--- src/rtl/bch15_syndrome.sv ---
module bch15_syndrome (
  input  logic       clk,
  input  logic       rst,
  input  logic       bit_in,
  output logic       done,
  output logic       all_zero,
  output logic [3:0] syn1,
  output logic [3:0] syn2,
  output logic [3:0] syn3,
  output logic [3:0] syn4,
  output logic [3:0] syn5,
  output logic [3:0] syn6
);
  localparam int M = 4;
  localparam int N = (1 << M) - 1;
  localparam logic [M-1:0] POLY_LOW = 4'b0011;

  function automatic logic [M-1:0] times_alpha(input logic [M-1:0] x);
    return {x[M-2:0], 1'b0} ^ (x[M-1] ? POLY_LOW : '0);
  endfunction

  function automatic logic [M-1:0] times_alpha_pow(input logic [M-1:0] x, input int e);
    logic [M-1:0] r;
    r = x;
    for (int i = 0; i < e; i++) r = times_alpha(r);
    return r;
  endfunction

  function automatic logic [M-1:0] sq(input logic [M-1:0] a);
    return {a[3], a[1] ^ a[3], a[2], a[0] ^ a[2]};
  endfunction

  logic [M-1:0] pos;
  logic [M-1:0] acc1, acc3, acc5;
  logic [M-1:0] nxt1, nxt3, nxt5;
  logic         last;

  assign last = (pos == M'(N - 1));
  assign nxt1 = times_alpha_pow(acc1, 1) ^ {{(M-1){1'b0}}, bit_in};
  assign nxt3 = times_alpha_pow(acc3, 3) ^ {{(M-1){1'b0}}, bit_in};
  assign nxt5 = times_alpha_pow(acc5, 5) ^ {{(M-1){1'b0}}, bit_in};

  always_ff @(posedge clk) begin
    if (rst) begin
      pos      <= '0;
      acc1     <= '0;
      acc3     <= '0;
      acc5     <= '0;
      done     <= 1'b0;
      all_zero <= 1'b0;
      syn1     <= '0;
      syn2     <= '0;
      syn3     <= '0;
      syn4     <= '0;
      syn5     <= '0;
      syn6     <= '0;
    end else begin
      done <= last;
      if (last) begin
        pos      <= '0;
        acc1     <= '0;
        acc3     <= '0;
        acc5     <= '0;
        syn1     <= nxt1;
        syn2     <= sq(nxt1);
        syn3     <= nxt3;
        syn4     <= sq(sq(nxt1));
        syn5     <= nxt5;
        syn6     <= sq(nxt3);
        all_zero <= (nxt1 == '0) && (nxt3 == '0) && (nxt5 == '0);
      end else begin
        pos  <= pos + 1'b1;
        acc1 <= nxt1;
        acc3 <= nxt3;
        acc5 <= nxt5;
      end
    end
  end
endmodule

--- config.mk ---
export PLATFORM = sky130hd
export DESIGN_NAME = bch15_syndrome
export DESIGN_NICKNAME = d
export VERILOG_FILES = /design/src/rtl/bch15_syndrome.sv
export SDC_FILE = /design/constraint.sdc
export NUM_CORES = 1
export LEC_CHECK = 0
export CORE_ASPECT_RATIO = 1.25
export CORE_MARGIN = 2
export CORE_UTILIZATION = 50
export CTS_BUF_LIST = sky130_fd_sc_hd__clkbuf_8
export CTS_CLUSTER_SIZE = 30
export DETAILED_ROUTE_END_ITERATION = 8
export HOLD_SLACK_MARGIN = 0.1
export PLACE_DENSITY = 0.82
export SLEW_MARGIN = 0
export SYNTH_ARGS = -nofsm -noshare
export SYNTH_HDL_FRONTEND = slang
export SYNTH_SLANG_ARGS = --single-unit
--- constraint.sdc ---
create_clock -name clk -period 2.1 [get_ports clk]
set_clock_uncertainty 0.2 [all_clocks]
set_input_delay 0.21 -clock clk [delete_from_list [all_inputs] [get_ports clk]]
set_output_delay 0.21 -clock clk [all_outputs]
set_load 0.05 [all_outputs]
==> flow_summary.json <==
{
  "slowest_delay_ns": 0.84,
  "setup_tns_ns": 0,
  "fin_nets": 178,
  "grt_start_max_net_pins": 20,
  "row_count": 21,
  "crit_buf_inv": 1,
  "synthFlopType": "dfxtp_1",
  "clockBufferDepth": 2,
  "setup_violations": 0,
  "synth_warnings": 0,
  "gp_congestion": 0.791,
  "vias_per_cell": 5.10,
  "postCtsResizedCells": 0,
  "hp-start": "syn4[0]$_SDFFE_PP0P_",
  "postCtsSetupBuffers": 0,
  "hpwl_mm": 1.93,
  "tightest_slew_ns": 0.532,
  "synth_cell_types": 28,
  "ys_async_sr_fraction_pct": 0,
  "synth-seq-cells": 36,
  "cts_htree_levels": 2,
  "nFillCells": 250,
  "totalWireLength_mm": 2.59,
  "clk-insertion-delay-late_ns": 0.29,
  "hold_violations": 0,
  "first_pass_iters": 4,
  "r2r-end": "syn3[3]$_SDFFE_PP0P_",
  "clk_pin_slew_ns": 0.07,
  "critical_path_class": "flop to output pin",
  "start_util_pct": 52.8,
  "antenna_left": 0,
  "syn_nets": 154,
  "avgRoutedWirePerCell_um": 12.5,
  "register_area_um2": 721,
  "dp_cells": 199,
  "power_density_nw_per_um2": 956,
  "die_y_um": 63.5,
  "synthToLayoutAreaGrowth_pct": 25.3,
  "leakage_nw": 0.682,
  "crit_fanout": 2,
  "cts.sinks": 36,
  "yosys.area.top_type": "dfxtp_1",
  "grt_usage_pct": 19.3,
  "slew_viol_final": 0,
  "hold_class": "flop to flop",
  "arrival_ns": 1.48,
  "antenna_cells": 0,
  "whs_endpoint": "syn4[0]$_SDFFE_PP0P_",
  "status": "finished, final reports clean",
  "min_path_cells": 2,
  "syn_avg_cell_area_um2": 9.57,
  "dieArea_um2": 3280,
  "timing.final.crit_share_pct": 90.2,
  "syn-cell-area_um2": 1420,
  "core_area_um2": 2680,
  "worst_slack_ns": 0.207,
  "synth-edff-count": 0,
  "path_cells": "clkdlybuf4s50_1",
  "synth_top_area_share_pct": 50.9,
  "ff2ff_path_depth": 5,
  "synthTopCellsByArea": "dfxtp_1 51%, xnor2_1 9.9%, nand2_1 4.5%",
  "multi_input_area_um2": 601,
  "drc": 0,
  "antenna_found_initial": 0,
  "total_power_mw": 1.70,
  "layout-drive-gt1-share_pct": 6.94,
  "pin_count": 29,
  "finalNonFillerCells": 207,
  "seq_area_frac_synth_pct": 50.9,
  "grt_overflow_total": 0,
  "portBuffers": 28,
  "max-cap-violations": 0,
  "start_kind": "flop",
  "period_needed_ns": 1.89,
  "endpoint_kind": "output pin",
  "pre_cts_ws_ns": 0.195,
  "cts_tree": "done",
  "max_freq_ghz": 0.528,
  "grt_pass1_wl_mm": 4.66,
  "slew_headroom_pct": 64.4,
  "hold-worst-slack_ns": 0.247,
  "numCtsBuffers": 5,
  "cts_hold_buf": 0,
  "grt_pass1_vias": 1060,
  "critPathSlowestCell": "clkdlybuf4s50_1",
  "r2r-start": "pos[0]$_SDFF_PP0_",
  "postSynthCellCount": 148,
  "cts_root_buffer": "clkbuf_8",
  "rsz0062_at_grt": "no",
  "dr_total_vias": 1056,
  "drt-initial-drc-count": 20,
  "die_x_um": 51.6,
  "cp_top_family": "buffers and inverters",
  "ff2ff_setup_slack_ns": 0.41,
  "cp.required_ns": 1.69,
  "irDropWorstVdd_uv": 603
}
metrics by stage:
| stage | util, % | area (um^2) |
|---|---|---|
| after floorplan | - | 1420 |
| after global placement | 62.2 | 1670 |
| after detailed placement | 62.2 | 1670 |
| after CTS | 66.2 | 1770 |
| after global routing | 66.2 | 1770 |
| final | 66.2 | 1770 |
state kept, by name, summed over array words and instances, names as in the netlist:
| signal | count |
|---|---|
| acc1 | 4 |
| all_zero | 1 |
| syn5 | 4 |
| syn2 | 2 |
| acc5 | 4 |
| pos | 4 |
| syn6 | 2 |
| done | 1 |
| syn3 | 4 |
| syn4 | 2 |
| syn1 | 4 |
| acc3 | 4 |
synthesized netlist by cell type (all sizes together), types with 2 or more instances:
| library cell | n |
|---|---|
| clkbuf | 3 |
| nor3 | 3 |
| a21oi | 2 |
| nor2 | 16 |
| inv | 4 |
| ha | 3 |
| nand3 | 5 |
| buf | 9 |
| or3 | 3 |
| xnor2 | 16 |
| xor2 | 4 |
| dfxtp | 36 |
| nand2 | 17 |
| o21ai | 17 |
worst max path at each step:
stage,start,endpoint,slack [ns],depth (start not counted)
6_report,syn1[1]$_SDFFE_PP0P_,syn1[1],0.21,1
3_5_place_dp,bit_in,all_zero$_SDFFE_PP0P_,0.20,5
2_1_floorplan,pos[0]$_SDFF_PP0_,syn5[2]$_SDFFE_PP0P_,0.53,6
4_1_cts,syn1[3]$_SDFFE_PP0P_,syn2[3],0.19,1
3_3_place_gp,bit_in,all_zero$_SDFFE_PP0P_,0.25,5
5_1_grt,syn1[3]$_SDFFE_PP0P_,syn2[3],0.15,1
metal layers:
layer / part of all wire (%) / global-route usage [%] / up-vias
met3: 3.2 / 5.69 / 6
met5: 0 / 0 / -
met4: 2.4 / 8.88 / 0
li1: - / - / 527
met2: 55 / 34.3 / 17
met1: 39 / 20.1 / 506
cells in the final DEF (no fill, tap or decap):
| cell | instances |
|---|---|
| a21oi_1 | 2 |
| a22o_1 | 1 |
| a22oi_2 | 1 |
| a31oi_4 | 1 |
| and2_1 | 1 |
| and3_2 | 1 |
| buf_4 | 1 |
| bufinv_16 | 1 |
| clkbuf_8 | 5 |
| clkdlybuf4s50_1 | 28 |
| clkinv_2 | 1 |
| dfxtp_1 | 36 |
| ha_1 | 3 |
| inv_1 | 5 |
| nand2_1 | 17 |
| nand2b_1 | 1 |
| nand3_1 | 5 |
| nand3b_1 | 1 |
| nand4b_4 | 1 |
| nor2_1 | 16 |
| nor3_1 | 3 |
| o2111ai_1 | 1 |
| o21ai_0 | 10 |
| o21ai_1 | 7 |
| o31ai_1 | 1 |
| or3_1 | 3 |
| xnor2_1 | 16 |
| xor2_1 | 4 |
logic make-up after synthesis:
kind of cell | synth area share (%)
xor gates and xnor gates | 12.4
AOI/OAI and AO/OA | 10.9
and+or+nand+nor | 16.5
adders and majority gates | 2.65
DFF | 50.9
buffers and inverters | 6.71
power by group:
| part | leakage [nW] | total, mW | internal (mW) | switching [mW] |
|---|---|---|---|---|
| clock network | 0.0593 | 0.585 | 0.347 | 0.238 |
| logic | 0.330 | 0.299 | 0.142 | 0.158 |
| registers | 0.293 | 0.812 | 0.740 | 0.0724 |
cell type report:
class / count / share of cell area (%)
flip-flops and latches: 36 / 40.6
repair buffers: 29 / 16.2
multi-input cells: 96 / 33.9
clock buffers: 5 / 3.88
well taps: 34 / 2.40
inverters: 4 / 0.846
clock inverters: 3 / 2.19
(Power assumes the default switching activity.)
